$ cat src/rtl/fcsi_pkg.sv
package fcsi_pkg;
  typedef enum logic [1:0] {
    MODE_READ = 2'd0,
    MODE_AUTO = 2'd1,
    MODE_PEND = 2'd2,
    MODE_BUSY = 2'd3
  } mode_e;

  typedef enum logic [2:0] {
    ST_READ, ST_UNL1, ST_UNL2, ST_SETUP, ST_AUTO, ST_BUSY
  } seq_st_e;

  localparam int CMD_AW = 11;
  localparam logic [CMD_AW-1:0] ADR_UNL_A = 11'h555;
  localparam logic [CMD_AW-1:0] ADR_UNL_B = 11'h2AA;

  localparam logic [7:0] CMD_UNL_A = 8'hAA;
  localparam logic [7:0] CMD_UNL_B = 8'h55;
  localparam logic [7:0] CMD_PROG  = 8'hA0;
  localparam logic [7:0] CMD_AUTO  = 8'h90;
  localparam logic [7:0] CMD_RESET = 8'hF0;

  localparam logic [7:0] OFS_MFR  = 8'h00;
  localparam logic [7:0] OFS_DEV  = 8'h01;
  localparam logic [7:0] OFS_PROT = 8'h02;
endpackage

$ cat src/rtl/fcsi_prot.sv
module fcsi_prot #(
  parameter int SECT_W = 3
) (
  input  logic              clk,
  input  logic              rst_n,
  input  logic              we,
  input  logic [SECT_W-1:0] wsel,
  input  logic              wval,
  input  logic [SECT_W-1:0] chk_sel,
  output logic              chk_prot,
  input  logic [SECT_W-1:0] rd_sel,
  output logic              rd_prot
);
  localparam int NSECT = 1 << SECT_W;

  logic [NSECT-1:0] bits;

  for (genvar s = 0; s < NSECT; s++) begin : g_sect
    always_ff @(posedge clk or negedge rst_n) begin
      if (!rst_n) begin
        bits[s] <= 1'b0;
      end else if (we && wsel == SECT_W'(s)) begin
        bits[s] <= wval;
      end
    end
  end

  assign chk_prot = bits[chk_sel];
  assign rd_prot  = bits[rd_sel];
endmodule

$ cat src/rtl/fcsi_seq.sv
module fcsi_seq
  import fcsi_pkg::*;
#(
  parameter int ADDR_W = 12
) (
  input  logic              clk,
  input  logic              rst_n,
  input  logic              wr_valid,
  input  logic [ADDR_W-1:0] wr_addr,
  input  logic [7:0]        wr_data,
  input  logic              prog_done,
  input  logic              prot_hit,
  output mode_e             mode,
  output logic              prog_start,
  output logic [ADDR_W-1:0] prog_addr,
  output logic [7:0]        prog_data
);
  seq_st_e st, st_nxt;
  logic    start_nxt;
  logic    is_reset;
  logic    at_a, at_b;

  assign is_reset = (wr_data == CMD_RESET);
  assign at_a     = (wr_addr[CMD_AW-1:0] == ADR_UNL_A);
  assign at_b     = (wr_addr[CMD_AW-1:0] == ADR_UNL_B);

  always_comb begin
    st_nxt    = st;
    start_nxt = 1'b0;
    unique case (st)
      ST_READ: begin
        if (wr_valid && at_a && wr_data == CMD_UNL_A) st_nxt = ST_UNL1;
      end
      ST_UNL1: begin
        if (wr_valid) st_nxt = (at_b && wr_data == CMD_UNL_B) ? ST_UNL2 : ST_READ;
      end
      ST_UNL2: begin
        if (wr_valid) begin
          if (at_a && wr_data == CMD_PROG)      st_nxt = ST_SETUP;
          else if (at_a && wr_data == CMD_AUTO) st_nxt = ST_AUTO;
          else                                  st_nxt = ST_READ;
        end
      end
      ST_SETUP: begin
        if (wr_valid) begin
          if (is_reset || prot_hit) begin
            st_nxt = ST_READ;
          end else begin
            st_nxt    = ST_BUSY;
            start_nxt = 1'b1;
          end
        end
      end
      ST_AUTO: begin
        if (wr_valid && is_reset) st_nxt = ST_READ;
      end
      ST_BUSY: begin
        if (prog_done) st_nxt = ST_READ;
      end
      default: st_nxt = ST_READ;
    endcase
  end

  always_ff @(posedge clk or negedge rst_n) begin
    if (!rst_n) begin
      st         <= ST_READ;
      prog_start <= 1'b0;
      prog_addr  <= '0;
      prog_data  <= '0;
    end else begin
      st         <= st_nxt;
      prog_start <= start_nxt;
      if (start_nxt) begin
        prog_addr <= wr_addr;
        prog_data <= wr_data;
      end
    end
  end

  always_comb begin
    unique case (st)
      ST_READ:                    mode = MODE_READ;
      ST_AUTO:                    mode = MODE_AUTO;
      ST_BUSY:                    mode = MODE_BUSY;
      ST_UNL1, ST_UNL2, ST_SETUP: mode = MODE_PEND;
      default:                    mode = MODE_READ;
    endcase
  end
endmodule

$ cat src/rtl/fcsi_rdmux.sv
module fcsi_rdmux
  import fcsi_pkg::*;
#(
  parameter int         ADDR_W   = 12,
  parameter logic [7:0] MFR_CODE = 8'h01,
  parameter logic [7:0] DEV_CODE = 8'h38
) (
  input  logic              clk,
  input  logic              rst_n,
  input  logic              rd_req,
  input  logic [ADDR_W-1:0] rd_addr,
  input  mode_e             mode,
  input  logic [7:0]        arr_rdata,
  input  logic              sect_prot,
  input  logic              pdata_msb,
  output logic              rd_valid,
  output logic [7:0]        rd_data
);
  logic       tog;
  logic [7:0] id_byte;
  logic [7:0] sel_byte;

  always_comb begin
    unique case (rd_addr[7:0])
      OFS_MFR:  id_byte = MFR_CODE;
      OFS_DEV:  id_byte = DEV_CODE;
      OFS_PROT: id_byte = {7'b0, sect_prot};
      default:  id_byte = 8'h00;
    endcase
  end

  always_comb begin
    unique case (mode)
      MODE_BUSY: sel_byte = {~pdata_msb, tog, 6'b0};
      MODE_AUTO: sel_byte = id_byte;
      default:   sel_byte = arr_rdata;
    endcase
  end

  always_ff @(posedge clk or negedge rst_n) begin
    if (!rst_n) begin
      tog      <= 1'b0;
      rd_valid <= 1'b0;
      rd_data  <= '0;
    end else begin
      rd_valid <= rd_req;
      if (rd_req) rd_data <= sel_byte;
      if (mode != MODE_BUSY) tog <= 1'b0;
      else if (rd_req)       tog <= ~tog;
    end
  end
endmodule

$ cat src/rtl/flash_cmd_seq.sv
module flash_cmd_seq
  import fcsi_pkg::*;
#(
  parameter int         ADDR_W   = 12,
  parameter int         SECT_W   = 3,
  parameter logic [7:0] MFR_CODE = 8'h01,
  parameter logic [7:0] DEV_CODE = 8'h38
) (
  input  logic              clk,
  input  logic              rst_n,
  input  logic              wr_valid,
  input  logic [ADDR_W-1:0] wr_addr,
  input  logic [7:0]        wr_data,
  input  logic              rd_req,
  input  logic [ADDR_W-1:0] rd_addr,
  output logic              rd_valid,
  output logic [7:0]        rd_data,
  output logic [ADDR_W-1:0] arr_raddr,
  input  logic [7:0]        arr_rdata,
  output logic              prog_start,
  output logic [ADDR_W-1:0] prog_addr,
  output logic [7:0]        prog_data,
  input  logic              prog_done,
  input  logic              prot_we,
  input  logic [SECT_W-1:0] prot_sector,
  input  logic              prot_value,
  output logic [1:0]        mode
);
  localparam int SECT_LSB = ADDR_W - SECT_W;

  mode_e mode_i;
  logic  wr_prot, rd_prot;

  assign arr_raddr = rd_addr;
  assign mode      = mode_i;

  fcsi_prot #(.SECT_W(SECT_W)) u_prot (
    .clk      (clk),
    .rst_n    (rst_n),
    .we       (prot_we),
    .wsel     (prot_sector),
    .wval     (prot_value),
    .chk_sel  (wr_addr[ADDR_W-1:SECT_LSB]),
    .chk_prot (wr_prot),
    .rd_sel   (rd_addr[ADDR_W-1:SECT_LSB]),
    .rd_prot  (rd_prot)
  );

  fcsi_seq #(.ADDR_W(ADDR_W)) u_seq (
    .clk        (clk),
    .rst_n      (rst_n),
    .wr_valid   (wr_valid),
    .wr_addr    (wr_addr),
    .wr_data    (wr_data),
    .prog_done  (prog_done),
    .prot_hit   (wr_prot),
    .mode       (mode_i),
    .prog_start (prog_start),
    .prog_addr  (prog_addr),
    .prog_data  (prog_data)
  );

  fcsi_rdmux #(
    .ADDR_W   (ADDR_W),
    .MFR_CODE (MFR_CODE),
    .DEV_CODE (DEV_CODE)
  ) u_rdmux (
    .clk       (clk),
    .rst_n     (rst_n),
    .rd_req    (rd_req),
    .rd_addr   (rd_addr),
    .mode      (mode_i),
    .arr_rdata (arr_rdata),
    .sect_prot (rd_prot),
    .pdata_msb (prog_data[7]),
    .rd_valid  (rd_valid),
    .rd_data   (rd_data)
  );
endmodule

$ cat config.mk
export PLATFORM = sky130hd
export DESIGN_NAME = flash_cmd_seq
export DESIGN_NICKNAME = d
export VERILOG_FILES = /design/src/rtl/fcsi_pkg.sv /design/src/rtl/fcsi_prot.sv /design/src/rtl/fcsi_seq.sv /design/src/rtl/fcsi_rdmux.sv /design/src/rtl/flash_cmd_seq.sv
export SDC_FILE = /design/constraint.sdc
export NUM_CORES = 1
export LEC_CHECK = 0
export BUFFER_PORTS_ARGS = -buffer_cell sky130_fd_sc_hd__buf_4
export CAP_MARGIN = 10
export CORE_ASPECT_RATIO = 0.5
export CORE_MARGIN = 5
export CORE_UTILIZATION = 35
export DETAILED_ROUTE_END_ITERATION = 10
export HOLD_SLACK_MARGIN = 0.06
export PLACE_DENSITY = 0.69
export SLEW_MARGIN = 20
export SYNTH_ARGS = -nofsm -noshare
export SYNTH_HDL_FRONTEND = slang
export SYNTH_SLANG_ARGS = --single-unit
$ cat constraint.sdc
create_clock -name clk -period 4.7 [get_ports clk]
set_clock_uncertainty 0.1 [all_clocks]
set_input_delay 0.47 -clock clk [delete_from_list [all_inputs] [get_ports clk]]
set_output_delay 0.47 -clock clk [all_outputs]
set_load 0.01 [all_outputs]
* Word level (Yosys, flattened, before mapping)
Cells that the tools add are included. W data, S select, Z words.
Storage, ports and cells: input bits 50, output and inout port bits 44, register bits after elaboration 42
Operators by class: mux-type cells 23, order comparisons 2, reduce and logical (&&, ||, !) cells 21, eq/ne operators 30, bitwise logic cells 2
Operators with widths (count):
- $eq A8 B8 Y1 const B | 4
- $mux W3 | 9
- $eq A3 B3 Y1 const B | 6
- $pmux W3 S6 | 1
- $pmux W6 S3 | 1
- $pmux W8 S2 | 1
- $logic_and A1 B1 Y1 | 14
- $eq A3 B2 Y1 const B | 4
- $eq A11 B10 Y1 const B | 1
- $eq A11 B11 Y1 const B | 1
- $ne A2 B2 Y1 const B | 5
- $eq A8 B1 Y1 const B | 1
- $eq A8 B2 Y1 const B | 1
- $eq A8 B7 Y1 const B | 1
- $logic_not A8 Y1 | 1
- $lt A3 B4 Y1 const B | 2
- $mux W1 | 7
- $bmux W1 S3 | 2
- $eq A3 B1 Y1 const B | 2
- $logic_not A3 Y1 | 2
- $pmux W2 S3 | 1
- $reduce_and A6 Y1 | 1
- $ne A2 B1 Y1 const B | 2
- $reduce_or A3 Y1 | 1
- 6 further kinds | 7

* Depth between registers and ports, before layout
Gate-level depths: netlist (run 1).
word-level depth 6, depth in mapped cells 7

* Hierarchy
A second synthesis (run 1) with hierarchy kept.
Unflattened totals: cells, all modules 180, area, all modules 2259.7 µm²
Modules (own cells, without submodules):
- fcsi_seq | area each 1181.1 µm², instances 1, sequential area each 600.6 µm², cells each 92
- fcsi_prot | area each 496.7 µm², instances 1, sequential area each 200.2 µm², cells each 30
- fcsi_rdmux | area each 491.7 µm², instances 1, sequential area each 250.2 µm², cells each 46
- flash_cmd_seq | area each 90.1 µm², instances 1, sequential area each 0.0 µm², cells each 12

* Worst setup path after synthesis (run 1)
Ideal clock, no wire load.
path type input to register, from input wr_addr[9], to register u_seq.prog_addr[0], arrival 2.019 ns, stages 6, path buffers 1, setup slack 2.456 ns, cell sequence mux4_2 > nor2b_1 > a2111oi_4 > nand2_2 > buf_6 > mux2_4
On the way: cells in the longest elaborated chain, start to end 6
RTL lines:
- from (decl) | line flash_cmd_seq.sv:12 | input logic [ADDR_W-1:0] wr_addr,
- $bmux W1 S3 | line fcsi_prot.sv:28 | assign chk_prot = bits[chk_sel];
- $mux W1 (implied by the code) | line fcsi_prot.sv:28
- $logic_or A1 B1 Y1 | line fcsi_seq.sv:46 | if (is_reset || prot_hit) begin
- $mux W1 | line fcsi_seq.sv:46
- $mux W1 | line fcsi_seq.sv:45 | if (wr_valid) begin
- $mux W1 | line fcsi_seq.sv:30 | unique case (st)
- to (signal assigned) | line fcsi_seq.sv:74 | prog_addr <= wr_addr;
- to (decl) | line fcsi_seq.sv:15 | output logic [ADDR_W-1:0] prog_addr,
No other way between the ends. The select of a mux whose other input is x is not followed. A chain may end at the register's enable or synchronous reset.

* Worst setup path after layout (run 1)
from register u_prot.bits[5], to register u_seq.prog_addr[11]
On the way: cells in the longest elaborated chain, start to end 6
RTL lines:
- from (decl) | line fcsi_prot.sv:16 | logic [NSECT-1:0] bits;
- from (signal, indexed assignment) | line fcsi_prot.sv:23 | bits[s] <= wval;
- $bmux W1 S3 | line fcsi_prot.sv:28
- $mux W1 (implied by the code) | line fcsi_prot.sv:28
- $logic_or A1 B1 Y1 | line fcsi_seq.sv:46
- $mux W1 | line fcsi_seq.sv:46
- $mux W1 | line fcsi_seq.sv:45
- $mux W1 | line fcsi_seq.sv:30
No other way between the ends. The select of a mux whose other input is x is not followed.

==> out/qor.yml, run 1 <==
floorplanning:
  die_y_microns: 66.8
  ioPinCount: 94
  initial_core_util: 0.367
  core_sq_um: 6160
  die_w_microns: 124
  die_area_sq_um: 8260
  rows: 20
clock_tree:
  ctsResizeCount: 0
  max-clock-path-buffers: 2
  clock_latency_ps: 280
  cts-hold-fix-buffers: 0
  clkSinkCount: 42
  cts_tree: "yes"
  ctsHtreeMaxLevel: 2
  cts.root.buffer_cell: "clkbuf_16"
  cts_made_buffers: 5
  clk_pin_slew_ps: 50
  cts_setup_buffers: 0
timing:
  period_minus_slack_ps: 2600
  fmax_mhz: 385
  setup_violations: 0
  tightest_slew_ps: 726
  rsz0062_at_grt: "false"
  final_max_slew_viol_count: 0
  max_slew_margin: 0.512
  setup_tns_ps: 0
  hold_viol_final: 0
  finalCritPeriodShare: 0.553
worst_setup_path:
  critPathKind: "reg -> reg"
  r2r_slack_ps: 2100
  cp.arrival_ps: 2650
  start_kind: "flop"
  critical-path-max-stage-delay_ps: 480
  cp_max_fo: 21
  end_kind: "flop"
  cp.required_ps: 4760
  critPathSlowestCell: "nand2_2"
  worstPathCellList: "mux4_2, nor2b_1, a2111oi_4, nand2_2, mux2_1"
detailed_routing:
  first_iter_violations: 87
  ant_nets: 0
  wl_mm: 5.51
  via_per_inst: 4.87
  wl_per_cell_microns: 15.5
  vias: 1734
  firstDrtPassIters: 4
  drc: 0
synth:
  postSynthAreaPerCell_sq_um: 11.8
  yosysTopAreaCell: "dfrtp_1"
  yosysTopAreaCellShare: 0.465
  netlist_instances: 191
  ys_seq_area_frac: 0.465
  synth.cell_area_sq_um: 2260
  yosys_warnings: 0
  ys_seq_elements: 42
  synth.area.top_cells: "dfrtp_1, mux2_4, buf_4"
  synth_fp_nets: 241
  synth_cell_types: 40
cells_and_area:
  final_cell_mix: "buf_4, dfrtp_1, mux2_4, nand2_1, nor2_1"
  syn_to_final_growth_pct: 35.1
  n_antenna_cell: 0
  final_cells: 356
  drive_above_1_share: 0.489
  finish.instance_area_sq_um: 3050
  final_common_cell: "buf_4"
  final_util: 0.496
  fin_nets: 319
  fillCellCount: 580
power_and_ir_drop:
  ir_drop_uv: 148
  p_int_uw: 711
  p_leak_nw: 1.48
  combPwrFrac: 0.201
  seq_power_share: 0.450
  switching_share: 0.244
  power.density_nw_per_um2: 308
  p_clk_frac: 0.349
  p_switching_uw: 229
global_route:
  grt_pass1_wl_mm: 8.76
  first_global_vias: 1774
  grt_usage: 0.135
  grt_start_max_net_pins: 43
  antenna_found_initial: 0
  overflow: 0
placement:
  portBuffers: 91
  place_congestion: 0.802
  hpwl_mm: 4.30
  dpl_cell_area_sq_um: 2910
  place_inst: 350
run:
  drv_cap: 0
min_path:
  hold_path_class: "in -> async"
run_status:
  status: "finished, final reports clean"
-- state kept, by name, summed over array words and instances (netlist names) --
register	flops
u_rdmux.rd_data	8
u_seq.prog_addr	12
u_seq.st	3
u_rdmux.tog	1
u_prot.bits	8
u_seq.prog_data	8
u_seq.prog_start	1
u_rdmux.rd_valid	1
-- layout make-up --
| type | count | area [sq um] | area share |
|---|---|---|---|
| tap | 88 | 110 | 0.0361 |
| multi-input combinational | 124 | 1050 | 0.344 |
| inverter | 5 | 18.8 | 0.00615 |
| timing repair buffer | 91 | 683 | 0.224 |
| sequential | 42 | 1050 | 0.344 |
| clock buffer | 6 | 139 | 0.0455 |
-- through the flow --
stage               hold slack (ps)  worst slack [ps]  total power [mW]
global placement                377              1950             0.615
CTS                            83.4              2100             0.953
finish                         74.2              2100             0.940
detailed placement              383              1900             0.620
global route                    123              2020             0.988
floorplan                      74.4              2460             0.521
-- logic make-up after synthesis --
family          Yosys count  share of synthesized area
compound gates           20                     0.0648
buf+inv                  25                     0.0698
xor+xnor                  1                    0.00388
flops                    42                      0.465
simple gates             69                      0.176
mux                      34                      0.220
-- cell usage after synthesis --
| cell | number |
|---|---|
| a31oi_1 | 1 |
| a21boi_0 | 1 |
| nor4b_1 | 1 |
| nor4_1 | 3 |
| mux2i_1 | 1 |
| nor4bb_1 | 4 |
| inv_1 | 4 |
| nor3b_1 | 2 |
| o21ai_0 | 6 |
| a21oi_1 | 4 |
| mux2_2 | 8 |
| mux2_1 | 2 |
| a211o_1 | 1 |
| nor2_1 | 9 |
| buf_4 | 13 |
| a21o_1 | 1 |
| nand2_2 | 1 |
| nor3_1 | 7 |
| o32ai_1 | 1 |
| or3_1 | 2 |
| nand4_1 | 5 |
| nor2b_1 | 2 |
| a22o_1 | 1 |
| mux4_2 | 4 |
| or2_1 | 1 |
| nand3_1 | 3 |
| xnor2_1 | 1 |
| nand4b_1 | 5 |
| inv_2 | 1 |
| nand2b_1 | 3 |
| mux2_4 | 19 |
| o22ai_1 | 2 |
| nand4bb_1 | 2 |
| a2111oi_4 | 1 |
| nand2_1 | 18 |
| dfrtp_1 | 42 |
| clkbuf_1 | 5 |
| o2bb2ai_1 | 1 |
| buf_6 | 2 |
| or4b_1 | 1 |
-- power by group through the flow --
stage / clock [mW] / sequential (mW) / combinational [mW]
final: 0.328 / 0.423 / 0.189
after detailed placement: 0 / 0.428 / 0.191
after global routing: 0.353 / 0.427 / 0.207
after global placement: 0 / 0.428 / 0.187
after floorplan: 0 / 0.426 / 0.0954
after CTS: 0.339 / 0.422 / 0.192
-- critical path, delay by kind of cell, from the launching register on --
| family | cells | cell delay, ps |
|---|---|---|
| and+or+nand+nor | 2 | 640 |
| muxes | 2 | 930 |
| DFF | 1 | 390 |
| AOI/OAI and AO/OA | 1 | 390 |
-- per-layer routing --
layer | vias up | part of all wire | GRT usage
met3 | 4 | 0.036 | 0.0263
met4 | 0 | 0.0045 | 0.0317
li1 | 837 | - | -
met5 | - | 0 | 0
met1 | 866 | 0.44 | 0.179
met2 | 27 | 0.52 | 0.228
-- final timing paths --
check                              startpoint             endpoint  cells after the start
setup / recovery               u_prot.bits[5]  u_seq.prog_addr[11]                      5
hold / removal                          rst_n  u_seq.prog_addr[10]                      1
setup reg to reg               u_prot.bits[5]  u_seq.prog_addr[11]                      5
hold reg to reg            u_rdmux.rd_data[5]   u_rdmux.rd_data[5]                      2
max in group asynchronous               rst_n   u_seq.prog_addr[0]                      1
min in group clk                       rd_req     u_rdmux.rd_valid                      1
Note: power is estimated with default switching activity, not from simulation.
==> inputs of run 2 (changes only) <==
clock period = 2.65 ns   (was 4.7 ns; I/O delays follow)
==> run 2 against run 1 <==
  * Maximum frequency increased by 11%
  * Die area unchanged
  * Sequential share of layout area decreased by 0.46 points
  * Critical path depth increased by 1
  * Global-route usage increased by 0.74 points
  * Clock power increased by 84%
  * Register-to-register slack got worse by 1800 ps
  * Via count increased by 0.75%
  * Sequential cell count unchanged
  * Setup slack got worse by 1800 ps
  * Hold slack improved by 38 ps
  * Critical endpoint unchanged
  * Largest cell class unchanged
  * Highest routed layer unchanged
==> out/qor.yml, run 2 (same netlist as run 1, synthesis figures left out) <==
cells_and_area:
  regMostFlops: "u_seq.prog_addr"
  fin_nets: 323
  largest_reg_flops: 12
  drive_above_1_share: 0.493
  final_util: 0.503
  syn_to_final_growth_pct: 36.9
  n_antenna_cell: 0
  fillCellCount: 575
  final_common_cell: "buf_4"
  final_cell_mix: "buf_4, dfrtp_1, mux2_4, nand2_1, nor2_1"
placement:
  portBuffers: 91
  hpwl_mm: 4.34
  place_congestion: 0.827
global_route:
  grt_pass1_wl_mm: 9.10
  grt_usage: 0.142
  grt_start_max_net_pins: 43
  antenna_found_initial: 0
  first_global_vias: 1802
  overflow: 0
worst_setup_path:
  cp.arrival_ps: 2400
  rr_worst_depth: 6
  cp_max_fo: 21
  end_kind: "flop"
  critPathKind: "reg -> reg"
  start_kind: "flop"
  cp.required_ps: 2710
detailed_routing:
  vias: 1747
  wl_mm: 5.63
  firstDrtPassIters: 4
  ant_nets: 0
  drc: 0
  via_per_inst: 4.83
  first_iter_violations: 81
  wl_per_cell_microns: 15.5
timing:
  tightest_slew_ps: 526
  max_slew_margin: 0.649
  finalCritPeriodShare: 0.883
  hold_viol_final: 0
  rsz0062_at_grt: "false"
  final_max_slew_viol_count: 0
  fmax_mhz: 427
  setup_violations: 0
  setup_tns_ps: 0
  period_minus_slack_ps: 2340
min_path:
  whs_path_depth: 3
  hold_path_class: "in -> reg"
clock_tree:
  cts_setup_buffers: 0
  clkSinkCount: 42
  ctsHtreeMaxLevel: 2
  clk_pin_slew_ps: 60
  clock_latency_ps: 280
  cts.root.buffer_cell: "clkbuf_16"
  max-clock-path-buffers: 2
  cts_tree: "yes"
  cts_made_buffers: 5
floorplanning:
  initial_core_util: 0.367
  rows: 20
  ioPinCount: 94
  die_y_microns: 66.8
  die_area_sq_um: 8260
  die_w_microns: 124
  core_sq_um: 6160
run:
  drv_cap: 0
power_and_ir_drop:
  power.density_nw_per_um2: 547
  power_mw: 1.69
  ir_drop_uv: 210
  p_leak_nw: 1.50
run_status:
  status: "finished, final reports clean"
## run 2: changes by cell type in the layout (fill, tap and decap cells not counted)
| cell | before | now |
|---|---|---|
| clkbuf_1 | 0 | 1 |
| clkinv_2 | 0 | 1 |
| dlygate4sd3_1 | 0 | 1 |
| buf_4 | 91 | 94 |
## run 2: final cells by class
class                           instances  area, sq um  share of cell area
Clock buffer                            7          143              0.0461
Multi-Input combinational cell        124         1050               0.340
Tap cell                               88          110              0.0356
Inverter                                5         18.8             0.00607
Clock inverter                          1         5.00             0.00162
Timing Repair Buffer                   95          716               0.231
Sequential cell                        42         1050               0.340
## run 2: path summary, 6_finish.rpt
| path | from | endpoint | slack [ps] |
|---|---|---|---|
| max in group asynchronous | rst_n | u_rdmux.rd_data[6] | 1680 |
| worst min-delay path | arr_rdata[1] | u_rdmux.rd_data[1] | 110 |
| worst min register to register | u_rdmux.rd_data[5] | u_rdmux.rd_data[5] | 400 |
| min in group asynchronous | rst_n | u_seq.prog_addr[0] | 410 |
| worst max register to register | u_prot.bits[5] | u_seq.prog_addr[11] | 310 |
| worst max-delay path | u_prot.bits[5] | u_seq.prog_addr[11] | 310 |
## run 2: timing repair
action,4_1_cts,5_1_grt
resized for setup,0,0
hold buffers,1,0
hold endpoints to repair,42,0
## run 2: power breakdown
group	switching (mW)	internal, mW	leakage, nW	total [mW]
Sequential	0.0500	0.702	0.527	0.752
Combinational	0.140	0.197	0.904	0.337
Clock	0.229	0.373	0.0739	0.602
Total	0.419	1.27	1.50	1.69
## run 2: worst max-delay path: stages, from the launching register on
cell and delay [ps]:
dfrtp_1 410, mux4_2 470, nor2b_1 160, a2111oi_4 400
nand2_2 80, buf_4 260, mux2_1 350
## run 2: layer usage
layer | routed length, microns | vias to the layer above | global-route usage
met5 | 0 | - | 0
met2 | 2940 | 31 | 0.232
met1 | 2490 | 864 | 0.190
li1 | - | 850 | -
met3 | 173 | 2 | 0.0339
met4 | 30 | 0 | 0.0372
## run 2: metrics by stage
stage | hold WS, ps | cell area [sq um] | setup slack, ps | cells
6_report | 112 | 3090 | 309 | 362
4_1_cts | 114 | 3090 | 322 | 362
2_1_floorplan | -131 | 2260 | 530 | 191
3_3_place_gp | 172 | 2940 | 356 | 353
3_5_place_dp | 176 | 2940 | 317 | 353
5_1_grt | 126 | 3090 | 230 | 362
